[src/rtl/spi_pinpath_pkg.sv]
package spi_pinpath_pkg;

  typedef struct packed {
    logic fix_en;
    logic fix_lvl;
    logic lb_plain;
    logic lb_inv;
  } pin_cfg_t;

  typedef enum logic [2:0] {
    M_IDLE  = 3'd0,
    M_LEAD  = 3'd1,
    M_BITS  = 3'd2,
    M_TRAIL = 3'd3,
    M_GAP   = 3'd4
  } mstate_t;

  // Serial input choice: plain feedback wins over inverted feedback.
  function automatic logic serial_in(input pin_cfg_t c, input logic sout,
                                     input logic pin);
    if (c.lb_plain) return sout;
    if (c.lb_inv)   return ~sout;
    return pin;
  endfunction

  // MOSI level while slave select is negated or held between frames.
  function automatic logic idle_mosi(input pin_cfg_t c, input logic last_bit);
    return c.fix_en ? c.fix_lvl : last_bit;
  endfunction

  function automatic logic [7:0] pack_cfg(input pin_cfg_t c);
    return {2'b00, c.fix_en, c.fix_lvl, 2'b00, c.lb_plain, c.lb_inv};
  endfunction

  function automatic pin_cfg_t unpack_cfg(input logic [7:0] d);
    pin_cfg_t c;
    c.lb_inv   = d[0];
    c.lb_plain = d[1];
    c.fix_lvl  = d[4];
    c.fix_en   = d[5];
    return c;
  endfunction

endpackage

[src/rtl/spi_pp_cfg_reg.sv]
module spi_pp_cfg_reg
  import spi_pinpath_pkg::*;
(
  input  logic       clk,
  input  logic       rst_n,
  input  logic       wr,
  input  logic [7:0] wdata,
  input  logic       lock,
  output pin_cfg_t   cfg,
  output logic [7:0] rdata
);

  logic wr_accept;
  assign wr_accept = wr && !lock;

  always_ff @(posedge clk) begin
    if (!rst_n) cfg <= '0;
    else if (wr_accept) cfg <= unpack_cfg(wdata);
  end

  assign rdata = pack_cfg(cfg);


  locked_write_chk: assert property (@(posedge clk) disable iff (!rst_n)
    (wr && lock) |=> $stable(rdata));

endmodule

[src/rtl/spi_pp_master.sv]
module spi_pp_master
  import spi_pinpath_pkg::*;
#(
  parameter int DW      = 8,
  parameter int DIV     = 4,
  parameter int GAP_SCK = 2
) (
  input  logic          clk,
  input  logic          rst_n,
  input  logic          run,
  input  logic          start,
  input  logic          burst,
  input  logic [DW-1:0] tx_data,
  input  pin_cfg_t      cfg,
  input  logic          miso,
  output logic          sck,
  output logic          ss_n,
  output logic          mosi,
  output logic          done,
  output logic [DW-1:0] rx_data
);

  localparam int HALF    = DIV / 2;
  localparam int GAP_LEN = DIV * GAP_SCK;
  localparam int CW      = (GAP_LEN > 2) ? $clog2(GAP_LEN) : 1;
  localparam int BW      = (DW > 2) ? $clog2(DW) : 1;

  mstate_t       st;
  logic [CW-1:0] tick;
  logic [BW-1:0] bitn;
  logic [DW-1:0] sr;
  logic          samp;
  logic          last_bit;
  logic          hold;

  // named internal events
  logic sin, smp_ev, shf_ev, frame_end, in_frame, drive_data;
  assign sin        = serial_in(cfg, sr[DW-1], miso);
  assign smp_ev     = (st == M_BITS) && (tick == CW'(HALF - 1));
  assign shf_ev     = (st == M_BITS) && (tick == CW'(DIV - 1));
  assign frame_end  = (st == M_TRAIL) && (tick == CW'(DIV - 1));
  assign in_frame   = (st == M_LEAD) || (st == M_BITS) || (st == M_TRAIL);
  assign drive_data = (st == M_LEAD) || (st == M_BITS);

  always_ff @(posedge clk) begin
    if (!rst_n) begin
      st <= M_IDLE; tick <= '0; bitn <= '0; sr <= '0; samp <= 1'b0;
      last_bit <= 1'b0; hold <= 1'b0; done <= 1'b0; rx_data <= '0;
    end else if (!run) begin
      st <= M_IDLE; tick <= '0; bitn <= '0; hold <= 1'b0; done <= 1'b0;
    end else begin
      done <= 1'b0;
      unique case (st)
        M_IDLE: begin
          tick <= '0;
          if (!burst) hold <= 1'b0;
          if (start) begin
            sr <= tx_data;
            st <= M_LEAD;
          end
        end
        M_LEAD: begin
          if (tick == CW'(DIV - 1)) begin
            tick <= '0; bitn <= '0; st <= M_BITS;
          end else tick <= tick + 1'b1;
        end
        M_BITS: begin
          if (smp_ev) samp <= sin;
          if (shf_ev) begin
            tick     <= '0;
            last_bit <= sr[DW-1];
            sr       <= {sr[DW-2:0], samp};
            if (bitn == BW'(DW - 1)) st <= M_TRAIL;
            else bitn <= bitn + 1'b1;
          end else tick <= tick + 1'b1;
        end
        M_TRAIL: begin
          if (frame_end) begin
            tick <= '0; done <= 1'b1; rx_data <= sr; hold <= burst;
            st <= M_GAP;
          end else tick <= tick + 1'b1;
        end
        M_GAP: begin
          if (tick == CW'(GAP_LEN - 1)) begin
            tick <= '0; st <= M_IDLE;
          end else tick <= tick + 1'b1;
        end
        default: st <= M_IDLE;
      endcase
    end
  end

  assign sck  = (st == M_BITS) && (tick >= CW'(HALF));
  assign ss_n = !(in_frame || hold);

  always_comb begin
    if (drive_data)        mosi = sr[DW-1];
    else if (st == M_TRAIL) mosi = last_bit;
    else                   mosi = idle_mosi(cfg, last_bit);
  end


  sck_inside_ss_chk: assert property (@(posedge clk) disable iff (!rst_n)
    sck |-> !ss_n);


  min_negation_chk: assert property (@(posedge clk) disable iff (!rst_n)
    (run && $rose(ss_n)) |=> ss_n);


  mosi_steady_chk: assert property (@(posedge clk) disable iff (!rst_n)
    (sck && $past(sck)) |-> $stable(mosi));


  done_single_chk: assert property (@(posedge clk) disable iff (!rst_n)
    done |=> !done);


  idle_fixed_chk: assert property (@(posedge clk) disable iff (!rst_n)
    (ss_n && cfg.fix_en) |-> (mosi == cfg.fix_lvl));


  idle_hold_chk: assert property (@(posedge clk) disable iff (!rst_n)
    (ss_n && $past(ss_n) && !cfg.fix_en && !$past(cfg.fix_en)) |-> $stable(mosi));

endmodule

[src/rtl/spi_pp_slave.sv]
module spi_pp_slave
  import spi_pinpath_pkg::*;
#(
  parameter int DW = 8
) (
  input  logic          clk,
  input  logic          rst_n,
  input  logic          run,
  input  logic [DW-1:0] tx_data,
  input  pin_cfg_t      cfg,
  input  logic          sck_pin,
  input  logic          ss_n_pin,
  input  logic          mosi_pin,
  output logic          miso,
  output logic          done,
  output logic [DW-1:0] rx_data
);

  localparam int BW = (DW > 2) ? $clog2(DW) : 1;

  logic [2:0]    sck_q, ss_q;
  logic [1:0]    mosi_q;
  logic [DW-1:0] sr;
  logic [BW-1:0] bitn;
  logic          samp;

  logic active, sel_fall, sck_rise, sck_fall, sin, last_shift;
  assign active     = !ss_q[1];
  assign sel_fall   = !ss_q[1] && ss_q[2];
  assign sck_rise   = sck_q[1] && !sck_q[2];
  assign sck_fall   = !sck_q[1] && sck_q[2];
  assign sin        = serial_in(cfg, sr[DW-1], mosi_q[1]);
  assign last_shift = active && sck_fall && (bitn == BW'(DW - 1));

  always_ff @(posedge clk) begin
    if (!rst_n) begin
      sck_q <= 3'b000; ss_q <= 3'b111; mosi_q <= 2'b00;
    end else begin
      sck_q  <= {sck_q[1:0], sck_pin};
      ss_q   <= {ss_q[1:0], ss_n_pin};
      mosi_q <= {mosi_q[0], mosi_pin};
    end
  end

  always_ff @(posedge clk) begin
    if (!rst_n) begin
      sr <= '0; bitn <= '0; samp <= 1'b0; done <= 1'b0; rx_data <= '0;
    end else if (!run) begin
      bitn <= '0; done <= 1'b0;
    end else begin
      done <= 1'b0;
      if (sel_fall) begin
        sr   <= tx_data;
        bitn <= '0;
      end else if (active && sck_rise) begin
        samp <= sin;
      end else if (active && sck_fall) begin
        sr <= {sr[DW-2:0], samp};
        if (last_shift) begin
          done    <= 1'b1;
          rx_data <= {sr[DW-2:0], samp};
          bitn    <= '0;
        end else bitn <= bitn + 1'b1;
      end
    end
  end

  assign miso = (run && active) ? sr[DW-1] : 1'b0;


  slave_done_single_chk: assert property (@(posedge clk) disable iff (!rst_n)
    done |=> !done);


  slave_done_needs_frame_chk: assert property (@(posedge clk) disable iff (!rst_n)
    $rose(done) |-> $past(active));

endmodule

[src/rtl/spi_pinpath.sv]
module spi_pinpath
  import spi_pinpath_pkg::*;
#(
  parameter int DW      = 8,
  parameter int DIV     = 4,
  parameter int GAP_SCK = 2
) (
  input  logic          clk,
  input  logic          rst_n,
  input  logic          reg_wr,
  input  logic [7:0]    reg_wdata,
  output logic [7:0]    reg_rdata,
  input  logic          spi_en,
  input  logic          master_sel,
  input  logic          start,
  input  logic          burst,
  input  logic [DW-1:0] tx_data,
  output logic [DW-1:0] rx_data,
  output logic          done,
  output logic          sck_o,
  output logic          ss_n_o,
  output logic          mosi_o,
  input  logic          miso_i,
  input  logic          sck_i,
  input  logic          ss_n_i,
  input  logic          mosi_i,
  output logic          miso_o
);

  pin_cfg_t      cfg;
  logic          m_run, s_run;
  logic          m_mosi, m_done, s_done;
  logic [DW-1:0] m_rx, s_rx;

  assign m_run = spi_en && master_sel;
  assign s_run = spi_en && !master_sel;

  spi_pp_cfg_reg u_cfg (
    .clk(clk), .rst_n(rst_n), .wr(reg_wr), .wdata(reg_wdata),
    .lock(spi_en), .cfg(cfg), .rdata(reg_rdata)
  );

  spi_pp_master #(.DW(DW), .DIV(DIV), .GAP_SCK(GAP_SCK)) u_master (
    .clk(clk), .rst_n(rst_n), .run(m_run), .start(start), .burst(burst),
    .tx_data(tx_data), .cfg(cfg), .miso(miso_i), .sck(sck_o),
    .ss_n(ss_n_o), .mosi(m_mosi), .done(m_done), .rx_data(m_rx)
  );

  spi_pp_slave #(.DW(DW)) u_slave (
    .clk(clk), .rst_n(rst_n), .run(s_run), .tx_data(tx_data), .cfg(cfg),
    .sck_pin(sck_i), .ss_n_pin(ss_n_i), .mosi_pin(mosi_i), .miso(miso_o),
    .done(s_done), .rx_data(s_rx)
  );

  assign mosi_o  = master_sel ? m_mosi : 1'b0;
  assign done    = master_sel ? m_done : s_done;
  assign rx_data = master_sel ? m_rx : s_rx;

endmodule

[config.mk]
export PLATFORM = sky130hd
export DESIGN_NAME = spi_pinpath
export DESIGN_NICKNAME = d
export VERILOG_FILES = /design/src/rtl/spi_pinpath_pkg.sv /design/src/rtl/spi_pp_cfg_reg.sv /design/src/rtl/spi_pp_master.sv /design/src/rtl/spi_pp_slave.sv /design/src/rtl/spi_pinpath.sv
export SDC_FILE = /design/constraint.sdc
export NUM_CORES = 1
export LEC_CHECK = 0
export BUFFER_PORTS_ARGS = -buffer_cell sky130_fd_sc_hd__buf_2
export CAP_MARGIN = 40
export CORE_MARGIN = 4
export CORE_UTILIZATION = 48
export CTS_BUF_LIST = sky130_fd_sc_hd__clkbuf_4
export CTS_CLUSTER_DIAMETER = 150
export DETAILED_ROUTE_END_ITERATION = 8
export PLACE_DENSITY = 0.84
export RECOVER_POWER = 100
export SYNTH_ARGS = -nofsm -noshare
export SYNTH_HDL_FRONTEND = slang
export SYNTH_HIERARCHICAL = 1
export SYNTH_SLANG_ARGS = --single-unit
export TNS_END_PERCENT = 50
[constraint.sdc]
create_clock -name clk -period 1.53 [get_ports clk]
set_input_delay 0 -clock clk [delete_from_list [all_inputs] [get_ports clk]]
set_output_delay 0 -clock clk [all_outputs]
set_load 0.02 [all_outputs]
Word level (Yosys, flattened, before mapping)
Cells that the tools add are included.
{"block": "word_totals", "regBits": 62, "input_bits": 27, "output_inout_bits": 21}
{"block": "op_classes", "addsub": 3, "order_cmp": 1, "n_eq_ne": 18, "n_mux": 46, "n_bitwise": 7, "n_reduce_logical": 44}
{"op": "$mux W8", "count": 6}
{"op": "$mux W3", "count": 14}
{"op": "$pmux W3 S5", "count": 2}
{"op": "$mux W1", "count": 21}
{"op": "$reduce_and A3 Y1", "count": 7}
{"op": "$pmux W8 S2", "count": 1}
{"op": "$logic_and A1 B1 Y1", "count": 14}
{"op": "$eq A3 B3 Y1 const B", "count": 4}
{"op": "$ne A2 B1 Y1 const B", "count": 5}
{"op": "$add A3 B1 Y3 const B", "count": 3}
{"op": "$eq A3 B2 Y1 const B", "count": 3}
{"op": "$ne A2 B2 Y1 const B", "count": 4}
{"op": "$reduce_and A4 Y1", "count": 2}
{"op": "$reduce_bool A2 Y1", "count": 4}
{"op": "$not A1 Y1", "count": 7}
{"op": "$eq A3 B1 Y1 const B", "count": 2}
{"op": "$logic_not A1 Y1", "count": 6}
{"op": "$pmux W3 S2", "count": 1}
{"op": "$reduce_and A6 Y1", "count": 1}
{"op": "$reduce_and A5 Y1", "count": 1}
{"op": "$reduce_bool A5 Y1", "count": 1}
{"op": "$reduce_or A5 Y1", "count": 1}
{"op": "$reduce_and A2 Y1", "count": 2}
{"op": "$ge A3 B2 Y1 const B", "count": 1}
{"op": "4 further kinds", "count": 6}

Logic depth before layout (Yosys ltp)
Gate-level depths: netlist (run 1).
{"block": "logic_depth", "depth_word": 6, "depth_mapped": 7, "mapped_depth_nobuf": 6}

Modules after synthesis
The synthesis (run 1) kept the hierarchy.
{"module": "spi_pp_master", "instances": 1, "cells_per_inst": 155, "area_each_um2": 1450.1, "seq_area_each_um2": 580.6}
{"module": "spi_pp_slave", "instances": 1, "cells_per_inst": 113, "area_each_um2": 1172.4, "seq_area_each_um2": 580.6}
{"module": "spi_pp_cfg_reg", "instances": 1, "cells_per_inst": 28, "area_each_um2": 230.2, "seq_area_each_um2": 80.1}
{"module": "spi_pinpath", "instances": 1, "cells_per_inst": 13, "area_each_um2": 162.7, "seq_area_each_um2": 0.0}

Least setup slack after synthesis (run 1)
OpenSTA, ideal clock, no wires.
{"block": "synth_timing", "kind": "register to register", "from": "register u_master.tick[1]", "to": "register u_master.sr[4]", "setup_ps": 80, "t_arrival_ps": 1592, "setup_slack_ps": -143, "path_stages_with_launch": 7, "path_buffers": 1, "period_less_slack_ps": 1673, "path_cell_list": "dfxtp_1 -> ha_1 -> or3b_4 -> o22ai_4 -> buf_6 -> nor2_1 -> a211oi_2"}
{"block": "synth_via", "elab_chain_cells": 4}
{"element": "start: declaration", "line_no": "spi_pp_master.sv:29", "source": "logic [CW-1:0] tick;"}
{"element": "start signal: assignment", "line_no": "spi_pp_master.sv:65", "source": "end else tick <= tick + 1'b1;"}
{"element": "start signal: assignment", "line_no": "spi_pp_master.sv:75", "source": "end else tick <= tick + 1'b1;"}
{"element": "start signal: assignment", "line_no": "spi_pp_master.sv:81", "source": "end else tick <= tick + 1'b1;"}
{"element": "$eq A3 B2 Y1", "line_no": "spi_pp_master.sv:40", "source": "assign shf_ev = (st == M_BITS) && (tick == CW'(DIV - 1));"}
{"element": "$logic_and A1 B1 Y1", "line_no": "spi_pp_master.sv:40"}
{"element": "$ne A2 B1 Y1 (no line)"}
{"element": "$reduce_and A4 Y1 (no line)"}
{"element": "end signal: assignment", "line_no": "spi_pp_master.sv:58", "source": "sr <= tx_data;"}
{"element": "end signal: assignment", "line_no": "spi_pp_master.sv:72", "source": "sr <= {sr[DW-2:0], samp};"}
{"element": "end: declaration", "line_no": "spi_pp_master.sv:31", "source": "logic [DW-1:0] sr;"}
No other way between the ends.
A chain may end at the register's enable or synchronous reset.

Worst setup path after layout (run 1)
{"block": "layout_timing", "from": "register u_master.st[0]", "to": "output port mosi_o"}
{"block": "layout_via", "elab_chain_cells": 4, "elab_cells_between_ends": 7, "classes_between": "3 x eq/ne; 3 x mux; 1 x reduce/logical"}
{"element": "start: declaration", "line_no": "spi_pp_master.sv:28", "source": "mstate_t st;"}
{"element": "start signal: assignment", "line_no": "spi_pp_master.sv:47", "source": "st <= M_IDLE; tick <= '0; bitn <= '0; sr <= '0; samp <= 1'b0;"}
{"element": "start signal: assignment", "line_no": "spi_pp_master.sv:50", "source": "st <= M_IDLE; tick <= '0; bitn <= '0; hold <= 1'b0; done <= 1'b0;"}
{"element": "start signal: assignment", "line_no": "spi_pp_master.sv:59", "source": "st <= M_LEAD;"}
{"element": "$eq A3 B2 Y1 (tied with other cells)", "line_no": "spi_pp_master.sv:98", "source": "else if (st == M_TRAIL) mosi = last_bit;"}
{"element": "$mux W1 or $logic_or A1 B1 Y1 (tied branches)", "line_no": "spi_pp_master.sv:98, spi_pp_master.sv:43"}
{"element": "$mux W1 *", "line_no": "spi_pp_master.sv:97", "source": "if (drive_data) mosi = sr[DW-1];"}
{"element": "net m_mosi", "line_no": "spi_pinpath.sv:32", "source": "logic m_mosi, m_done, s_done;"}
{"element": "$mux W1 *", "line_no": "spi_pinpath.sv:55", "source": "assign mosi_o = master_sel ? m_mosi : 1'b0;"}
{"element": "end: declaration", "line_no": "spi_pinpath.sv:22", "source": "output logic mosi_o,"}
Mark *: on every way through the listed nets, which the timed path passes. The rest lies on a longest branch.

==> results of run 1 <==
[worst max path at each step]
stage                                 from        endpoint  slack, ns  cells after the start
after global placement    u_master/tick[0]  u_master/sr[7]      0.002                      6
after floorplan           u_master/tick[0]  u_master/sr[4]      -0.02                      6
after CTS                   u_master/st[1]          mosi_o      -0.32                      6
after detailed placement  u_master/tick[0]  u_master/sr[1]      -0.05                      6
final                       u_master/st[0]          mosi_o      -0.29                      6
after global routing        u_master/st[0]          mosi_o      -0.39                      6
[repair_timing]
item / in CTS / in global routing
cloned: 1 / 0
setup buffers: 7 / 4
pin swaps: 13 / 9
setup endpoints to repair: 13 / 28
resized for setup: 30 / 29
endpoints found under the hold margin: 29 / 0
hold buffers: 23 / 0
[metal layers]
metal / global-route usage, % / wire length [um] / up-vias
met5: 0 / 0 / -
met4: 7.67 / 165 / 0
met3: 5.96 / 345 / 18
met2: 33.1 / 3860 / 69
met1: 23.1 / 3040 / 1249
li1: - / - / 1230
[cells in the mapped netlist (2+ instances only)]
cell type  count  area (um^2)
clkbuf_1       5         18.8
nand3_1        2         10.0
or3b_4         2         22.5
nand2_1       19         71.3
mux2_4         7          105
nor2_1        46          173
nor3_1         4         20.0
mux2_2         4         45.0
inv_1          6         22.5
buf_2          3         15.0
nand3b_1       3         22.5
nor4b_1        2         17.5
a22oi_1        2         15.0
nor3b_1        4         30.0
nor2b_1        4         25.0
a31oi_1        3         18.8
or3_1          2         12.5
and2_1         8         50.1
o21ai_0        5         25.0
nor3b_2        2         25.0
a211oi_2       4         50.1
ha_1           9          113
o211ai_1       2         15.0
clkbuf_2       2         10.0
buf_6          6         67.6
buf_4          8         60.1
dfxtp_1       62         1240
and2_2         2         15.0
a21oi_1        9         45.0
nand2b_1       2         12.5
nor2b_2        2         17.5
a211oi_1      13         97.6
mux2i_1       37          370
[sequential cells by signal, summed over array words and instances (netlist names)]
| signal | cells |
|---|---|
| u_slave/sr | 8 |
| u_master/samp | 1 |
| u_master/rx_data | 8 |
| u_slave/rx_data | 8 |
| u_master/done | 1 |
| u_slave/mosi_q | 2 |
| u_master/last_bit | 1 |
| u_cfg/cfg | 4 |
| u_slave/done | 1 |
| u_slave/sck_q | 3 |
| u_slave/ss_q | 3 |
| u_master/st | 3 |
| u_master/hold | 1 |
| u_master/tick | 3 |
| u_master/sr | 8 |
| u_master/bitn | 3 |
| u_slave/samp | 1 |
| u_slave/bitn | 3 |
[worst max-delay path, stage by stage, from the launching register on]
cell and delay (ns):
dfxtp_1 0.36, buf_4 0.20, xnor2_1 0.10, nor2_1 0.18, mux2_4 0.32, and2_4 0.14, buf_6 0.12
[final cells by class]
class	count	area [um^2]
Clock buffer	10	75.1
Clock inverter	6	60.1
Fill cell	493	2050
Inverter	7	26.3
Multi-Input combinational cell	219	1780
Sequential cell	62	1250
Tap cell	75	93.8
Timing Repair Buffer	92	696
[per-stage QoR]
step / setup WS (ns) / utilization, % / hold WS [ns] / TNS (ns) / instance area, um^2
5_1_grt: -0.389 / 66.0 / 0.0348 / -4.76 / 3980
3_3_place_gp: 0.00168 / 55.6 / 0.181 / 0 / 3350
2_1_floorplan: -0.0198 / - / 0.101 / -0.0396 / 3050
6_report: -0.292 / 66.0 / 0.0459 / -1.97 / 3980
4_1_cts: -0.321 / 64.6 / 0.0138 / -0.995 / 3890
3_5_place_dp: -0.0508 / 55.6 / 0.188 / -0.228 / 3350
[cells by family after synthesis]
logic type	count (synthesis)	synth area share, %
mux	48	17.3
flops	62	41.2
compound gates	46	11.7
other cells	1	0.124
xor+xnor	2	0.581
fa+ha+maj	9	3.73
buf+inv	31	6.56
simple gates	110	18.9
[power groups by stage]
stage	Clock, mW	Sequential, mW	Combinational, mW
2_1_floorplan	0	1.70	0.164
3_3_place_gp	0	1.70	0.215
3_5_place_dp	0	1.70	0.221
4_1_cts	1.14	1.67	0.287
5_1_grt	1.21	1.68	0.329
6_report	1.11	1.67	0.304
==> metrics.yaml, run 1 <==
antenna_left: 0
die_height_um: 87.3
sw_frac_of_total_pct: 25.4
drive_gt1_share_pct: 32.1
r2r_cells: 6
h-tree-depth: 3
vias: 2566
endpoint_kind: "primary output"
clkLatencyLatePin_ns: 0.41
fin_crit_sh_pct: 119
syn2layout_area_growth_pct: 31.9
synth-edff-count: 0
yosys_warnings: 6
die_area_um2: 7610
nets: 427
hold_end: "u_master/samp"
synth_seq_cells: 62
max_freq_mhz: 549
path_class: "reg2out"
wl_per_cell_um: 15.7
worst_pin_slew_ns: 0.566
coreArea_um2: 6030
dp_hpwl_mm: 4.60
cts_sinks: 62
p_total_mw: 3.09
failed_checks: "setup timing"
synth.yosys.seq_area_share_pct: 41.2
power.switching_uw: 785
timing.rr.start: "u_master/tick[0]"
syn_avg_cell_area_um2: 9.76
cts_buffers: 9
drc: 0
fp.dieW_um: 87.3
powerDensity_nw_per_um2: 777
antenna_found_initial: 0
cp_max_fo: 10
finalHoldViolCount: 0
comb_power_share_pct: 9.8
startpoint_type: "flip-flop"
min_path_cells: 3
rows: 28
power.internal_mw: 2.30
final_common_cell: "dfxtp_1"
share_seq_of_total_power_pct: 54.2
synth_ff_type: "dfxtp_1"
synth_cell_types: 51
hp-class: "in2reg"
routed_wl_mm: 7.41
dp.cells: 422
initial_core_util_pct: 50.0
grt-ovfl-total: 0
reg2reg_slack_ns: -0.15
skew_ns: 0.0134
vdd_ir_drop_max_mv: 0.645
grt_max_degree: 19
cts_tree: "done"
maxSlewViolCount: 0
stdcell_count: 471
grt_pass1_wl_mm: 11.6
min_from: "miso_i"
gr-usage-all-layers_pct: 19.6
arrival_ns: 1.82
numPortBuffers: 39
mappedNetlistArea_um2: 3020
io_pins: 48
power_leakage_nw: 1.57
maxCapViolCount: 0
netlist_instances: 309
rsz0062_at_grt: "yes"
layout_setup_ws_ns: -0.292
cts.reportedPaths.clkPinSlew_ns: 0.10
finalWeightedCongestion: 0.826
first_global_vias: 2497
setup_violations: 23
initialDrtViolationCount: 114
rr_endpoint: "u_master/sr[2]"
final_cell_mix: "dfxtp_1, nor2_1, mux2i_1"
clockRootBuffer: "clkbuf_4"
firstDrtPassIters: 4
slew-limit-headroom_pct: 62.3
status: "finished, violations left"
viasPerCell: 5.45
cp.required_ns: 1.53
synthArstFlopShare_pct: 0
power_frac_clock_pct: 36.0
insertedDiodeCount: 0
min_period_ns: 1.82
clk_path_buf_depth: 2
Note: power is estimated with default switching activity, not from simulation.
==> inputs of run 2 (changes only) <==
--- a/config.mk
+++ b/config.mk
@@ -16,6 +16,5 @@
 export RECOVER_POWER = 100
 export SYNTH_ARGS = -nofsm -noshare
 export SYNTH_HDL_FRONTEND = slang
-export SYNTH_HIERARCHICAL = 1
 export SYNTH_SLANG_ARGS = --single-unit
 export TNS_END_PERCENT = 50
==> metrics.yaml, run 2 <==
wl_per_cell_um: 14.5  # -8.1%
critPathSlowestCell: "dfxtp_4"
fin_util_pct: 63.0  # -3.0 points
finalSetupTns_ns: -0.0470  # +1.93 ns
yosys_warnings: 0  # -6
rsz0062_at_grt: "yes"
endpoint_kind: "primary output"
grt.met2_usage_pct: 29.7  # -3.4 points
grt-ovfl-total: 0  # unchanged
insertedDiodeCount: 0  # unchanged
cts.reportedPaths.clkPinSlew_ns: 0.10  # about the same
path_buf_inv: 2  # unchanged
synth.top_cells.by_area: "dfxtp_1, mux2i_1, ha_1"
vdd_ir_drop_max_mv: 0.552  # -14%
numPortBuffers: 39  # unchanged
viasPerCell: 5.34  # -2.0%
path_class: "reg2out"
worst_hold_slack_ns: 0.00713  # -0.0388 ns
rows: 28  # unchanged
powerDensity_nw_per_um2: 791  # +1.8%
crit_chain: "buf_8, and3_4, a21oi_2, o22ai_2, and2_4, buf_6"
arrival_ns: 1.58  # -0.24 ns
max_freq_mhz: 634  # +16%
initialDrtViolationCount: 142  # +25%
synthArstFlopShare_pct: 0  # unchanged
drive_gt1_share_pct: 25.4  # -6.6 points
reg2reg_slack_ns: 0.04  # +0.19 ns
grt_util_met3_pct: 3.99  # -2.0 points
grtUsageMet1_pct: 23.6  # +0.53 points
final_cell_mix: "dfxtp_1, mux2i_1, buf_2"
syn2layout_area_growth_pct: 26.6
cp_max_fo: 8  # -2
status: "finished, violations left"
die_area_um2: 7490  # -1.6%
yosysMostFrequentCell: "dfxtp_1"
antenna_found_initial: 0  # unchanged
yosysTopAreaCell: "dfxtp_1"
antenna_left: 0  # unchanged
layout_setup_ws_ns: -0.0470  # +0.245 ns
maxCapViolCount: 0  # unchanged
n_fill_cell: 510  # +3.4%
clk_path_buf_depth: 2  # unchanged
gr-usage-all-layers_pct: 18.5  # -1.1 points
failed_checks: "setup timing"
power_leakage_nw: 1.53  # -2.5%
min_period_ns: 1.58  # -0.245 ns
yosys.area.top_type_share_pct: 41.9  # +0.75 points
multiInputGateArea_um2: 1670  # -5.8%
io_pins: 48  # unchanged
synth-edff-count: 0  # unchanged
firstDrtPassIters: 4  # unchanged
fin_crit_sh_pct: 103  # -16 points
grt_pass1_wl_mm: 10.8  # -6.7%
initial_core_util_pct: 49.7  # -0.31 points
fp.dieW_um: 86.6  # -0.81%
setup_violations: 1  # -96%
cp_top_family: "flip-flops"
clockRootBuffer: "clkbuf_4"
cp-startpoint: "u_master.st[1]"
synth_seq_cells: 62  # unchanged
grt_max_degree: 32  # +13
r2r_cells: 7  # +1
synthTopCellsByCount: "dfxtp_1, mux2i_1, nand2_1, o21ai_0"
skew_ns: 0.0151  # +0.00175 ns
drc: 0  # unchanged
max_stage_delay_ns: 0.37  # about the same
synth.yosys.seq_area_share_pct: 41.9  # +0.75 points
syn_avg_cell_area_um2: 9.52  # -2.4%
timing.rr.start: "u_master.tick[1]"
vias: 2477  # -3.5%
cts_sinks: 62  # unchanged
h-tree-depth: 3  # unchanged
grt.busiest_layer: "met2"
hp-class: "in2reg"
first_global_vias: 2348  # -6.0%
cp-endpoint: "mosi_o"
synth_cell_types: 43  # -16%
ff_latch_area_um2: 1250  # +0.50%
dp_hpwl_mm: 4.59  # -0.11%
maxSlewViolCount: 0  # unchanged
finalHoldViolCount: 0  # unchanged
synth_ff_type: "dfxtp_1"
die_height_um: 86.6  # -0.81%
mappedNetlistArea_um2: 2960  # -1.8%
startpoint_type: "flip-flop"
nets: 422  # -1.2%
netlist_instances: 311  # +0.65%
routed_wl_mm: 6.71  # -9.5%
cp.required_ns: 1.53  # about the same
cp_num_cells: 6  # unchanged
finalWeightedCongestion: 0.846  # +2.5%
cts_tree: "done"
cts_buffers: 9  # unchanged
coreArea_um2: 5960  # -1.2%
rr_endpoint: "u_master.bitn[2]"
final_common_cell: "dfxtp_1"
clkLatencyLatePin_ns: 0.41  # about the same
==> run 2: worst min-delay path by stage <==
stage,from,end,slack (ns),cells past startpoint
after floorplan,ss_n_i,u_slave.ss_q[0],0.10,1
after global placement,ss_n_i,u_slave.ss_q[0],0.18,2
after detailed placement,ss_n_i,u_slave.ss_q[0],0.19,2
after CTS,miso_i,u_master.samp,0.008,5
after global routing,miso_i,u_master.samp,0.03,5
final,miso_i,u_master.samp,0.007,5
==> run 2: report_power, final <==
part | internal [mW] | switching [mW] | total, mW
registers | 1.64 | 0.0276 | 1.67
clock network | 0.473 | 0.579 | 1.05
logic | 0.125 | 0.123 | 0.248
total | 2.24 | 0.730 | 2.97
==> run 2: metal layers <==
| metal | share of wire, % | routed length [um] | vias up |
|---|---|---|---|
| met4 | 2.2 | 145 | 0 |
| met3 | 5.1 | 342 | 14 |
| met2 | 48 | 3240 | 73 |
| li1 | - | - | 1232 |
| met1 | 44 | 2980 | 1158 |
| met5 | 0 | 0 | - |
==> run 2: cell families (layout without fill, tap and decap cells) <==
logic type | after synthesis | after routing | synth area share, %
compound gates | 56 | 56 | 12.2
xor+xnor | 2 | 2 | 0.592
fa+ha+maj | 10 | 10 | 4.22
buf+inv | 29 | 104 | 5.03
flops | 62 | 62 | 41.9
mux | 43 | 43 | 14.9
other cells | 1 | 4 | 0.127
simple gates | 108 | 108 | 21.0
==> run 2: worst register-to-register path: cells and delay by family (launching register included) <==
family | cells | cell delay (ns)
AOI/OAI and AO/OA | 1 | 0.17
adders and majority gates | 2 | 0.33
buffers and inverters | 1 | 0.15
DFF | 1 | 0.36
and+or+nand+nor | 3 | 0.37
==> run 2: repair_timing <==
action,CTS,global route
endpoints found under the setup margin,11,21
hold endpoints to repair,27,0
pin swaps,1,6
gates resized for setup,7,20
setup buffers,2,5
hold buffers,18,0
==> run 2: layout make-up <==
type                            instances  area share [%]
Clock buffer                            9            1.80
Sequential cell                        62            33.5
Multi-Input combinational cell        223            44.6
Clock inverter                          6            1.43
Timing Repair Buffer                   83            15.6
Inverter                                6           0.601
Tap cell                               75            2.50
==> run 2: through the flow <==
step | instances | cell area [um^2] | total power, mW | setup slack (ns)
after floorplan | 314 | 3010 | 1.84 | -0.0783
after global placement | 424 | 3340 | 1.90 | -0.0160
after detailed placement | 424 | 3340 | 1.91 | -0.151
after CTS | 459 | 3670 | 2.99 | -0.0657
after global routing | 464 | 3750 | 3.11 | -0.110
final | 464 | 3750 | 2.97 | -0.0470
==> inputs of run 3 (changes only) <==
--- a/config.mk
+++ b/config.mk
@@ -5,14 +5,14 @@
 export SDC_FILE = /design/constraint.sdc
 export NUM_CORES = 1
 export LEC_CHECK = 0
-export BUFFER_PORTS_ARGS = -buffer_cell sky130_fd_sc_hd__buf_2
 export CAP_MARGIN = 40
 export CORE_MARGIN = 4
 export CORE_UTILIZATION = 48
 export CTS_BUF_LIST = sky130_fd_sc_hd__clkbuf_4
 export CTS_CLUSTER_DIAMETER = 150
 export DETAILED_ROUTE_END_ITERATION = 8
-export PLACE_DENSITY = 0.84
+export DONT_BUFFER_PORTS = 1
+export PLACE_DENSITY = 0.77
 export RECOVER_POWER = 100
 export SYNTH_ARGS = -nofsm -noshare
 export SYNTH_HDL_FRONTEND = slang
==> metrics.yaml, run 3 (synthesis gave the netlist of run 2 again) <==
crit_top_cell: "ha_4"
rows: 28  # unchanged
io_pins: 48  # unchanged
skew_ns: 0.0218  # +0.00670 ns
arrival_ns: 1.89  # +0.31 ns
startpoint_type: "flip-flop"
clockRootBuffer: "clkbuf_4"
numPortBuffers: 0  # -100%
final_cell_mix: "dfxtp_1, mux2i_1, dlygate4sd3_1"
clk_path_buf_depth: 2  # unchanged
cp.required_ns: 1.87  # +0.34 ns
coreArea_um2: 5960  # unchanged
vias: 2411  # -2.7%
cts_buffers: 9  # unchanged
nets: 390  # -7.6%
power_leakage_nw: 1.49  # -3.1%
firstDrtPassIters: 4  # unchanged
finalSetupTns_ns: -0.0296  # +0.0175 ns
powerDensity_nw_per_um2: 890  # +13%
dp.cells: 383  # -9.7%
h-tree-depth: 3  # unchanged
dp_hpwl_mm: 4.32  # -5.9%
drive_gt1_share_pct: 21.2  # -4.2 points
maxCapViolCount: 0  # unchanged
grt_pass1_wl_mm: 10.8  # +0.18%
finalHoldViolCount: 0  # unchanged
initialDrtViolationCount: 156  # +9.9%
failed_checks: "setup timing"
wl_per_cell_um: 16.6  # +15%
antenna_left: 0  # unchanged
setup_violations: 3  # +2
die_area_um2: 7490  # unchanged
grt-ovfl-total: 0  # unchanged
rsz0062_at_grt: "yes"
worst_hold_slack_ns: 0.0798  # +0.0727 ns
drc: 0  # unchanged
max_stage_delay_ns: 0.36  # about the same
finalWeightedCongestion: 0.778  # -8.0%
hp-class: "in2reg"
critPathSlowestCell: "dfxtp_2"
viasPerCell: 5.57  # +4.3%
layout_setup_ws_ns: -0.0167  # +0.0304 ns
final_common_cell: "dfxtp_1"
cp_max_fo: 8  # unchanged
routed_wl_mm: 7.20  # +7.3%
gr-usage-all-layers_pct: 18.8  # +0.36 points
cts.reportedPaths.clkPinSlew_ns: 0.12  # +0.02 ns
vdd_ir_drop_max_mv: 0.712  # +29%
path_class: "reg2reg"
fin_util_pct: 63.3  # +0.32 points
cts_tree: "done"
cts_sinks: 62  # unchanged
fp.dieW_um: 86.6  # unchanged
endpoint_kind: "flip-flop"
min_period_ns: 1.55  # -0.0304 ns
first_global_vias: 2316  # -1.4%
n_fill_cell: 459  # -10%
fin_crit_sh_pct: 101  # -2.0 points
crit_chain: "ha_4, ha_4, nand3b_1, nor3_4, clkbuf_16, nand3_1, o21ai_0"
max_freq_mhz: 647  # +2.0%
antenna_found_initial: 0  # unchanged
die_height_um: 86.6  # unchanged
p_total_mw: 3.35  # +13%
initial_core_util_pct: 49.7  # unchanged
grt_max_degree: 62  # +94%
status: "finished, violations left"
maxSlewViolCount: 0  # unchanged
stdcell_count: 433  # -6.7%
insertedDiodeCount: 0  # unchanged
clkLatencyLatePin_ns: 0.42  # about the same
syn2layout_area_growth_pct: 27.2
reg2reg_slack_ns: -0.02  # -0.06 ns
run 3: cell count changes in the layout (fill, tap and decap cells not counted), sizes merged:
cell / previous run / this run
clkbuf: 26 / 11
dlygate4sd3: 18 / 23
bufinv: 1 / 3
clkinv: 5 / 2
buf: 48 / 27
clkinvlp: 0 / 1
run 3: per-stage QoR:
stage          cell area (um^2)  setup slack (ns)
4_1_cts                    3570            -0.138
2_1_floorplan              3010           -0.0783
3_5_place_dp               3120            -0.126
6_report                   3770           -0.0167
3_3_place_gp               3120           -0.0469
5_1_grt                    3770           -0.0739
run 3: final timing paths:
| kind | end | depth (start not counted) | from |
|---|---|---|---|
| setup / recovery | u_slave.rx_data[4] | 7 | u_slave.bitn[1] |
| hold reg to reg | u_slave.ss_q[1] | 1 | u_slave.ss_q[0] |
| setup reg to reg | u_slave.rx_data[4] | 7 | u_slave.bitn[1] |
| hold / removal | u_master.sr[6] | 4 | master_sel |
run 3: what timing repair did:
action,4_1_cts,5_1_grt
gates cloned,0,1
endpoints found under the setup margin,14,31
endpoints found under the hold margin,61,3
pin swaps,2,7
buffers inserted,2,7
gates resized for setup,5,37
hold buffers,23,1
run 3: critical path: cells and delay by family, from the launching register on:
kind | cells | cell delay, ns
compound gates | 1 | 0.09
fa+ha+maj | 2 | 0.27
buf+inv | 1 | 0.23
flops | 1 | 0.36
simple gates | 3 | 0.53
run 3: where the power goes:
group	internal (mW)	switching, mW
registers	1.64	0.0351
clock network	0.843	0.616
logic	0.112	0.108
run 3: layout make-up:
type	instances	area (um^2)	area share, %
Clock inverter	6	110	2.92
Tap cell	75	93.8	2.49
Clock buffer	10	75.1	1.99
Multi-Input combinational cell	223	1710	45.4
Timing Repair Buffer	51	503	13.3
Inverter	6	22.5	0.598
Sequential cell	62	1250	33.3
run 3: layer usage:
metal / vias to the layer above / wire length [um] / GRT usage, %
li1: 1171 / - / -
met1: 1133 / 2880 / 22.3
met2: 87 / 3550 / 30.5
met3: 20 / 581 / 7.13
met4: 0 / 187 / 7.93
met5: - / 0 / 0
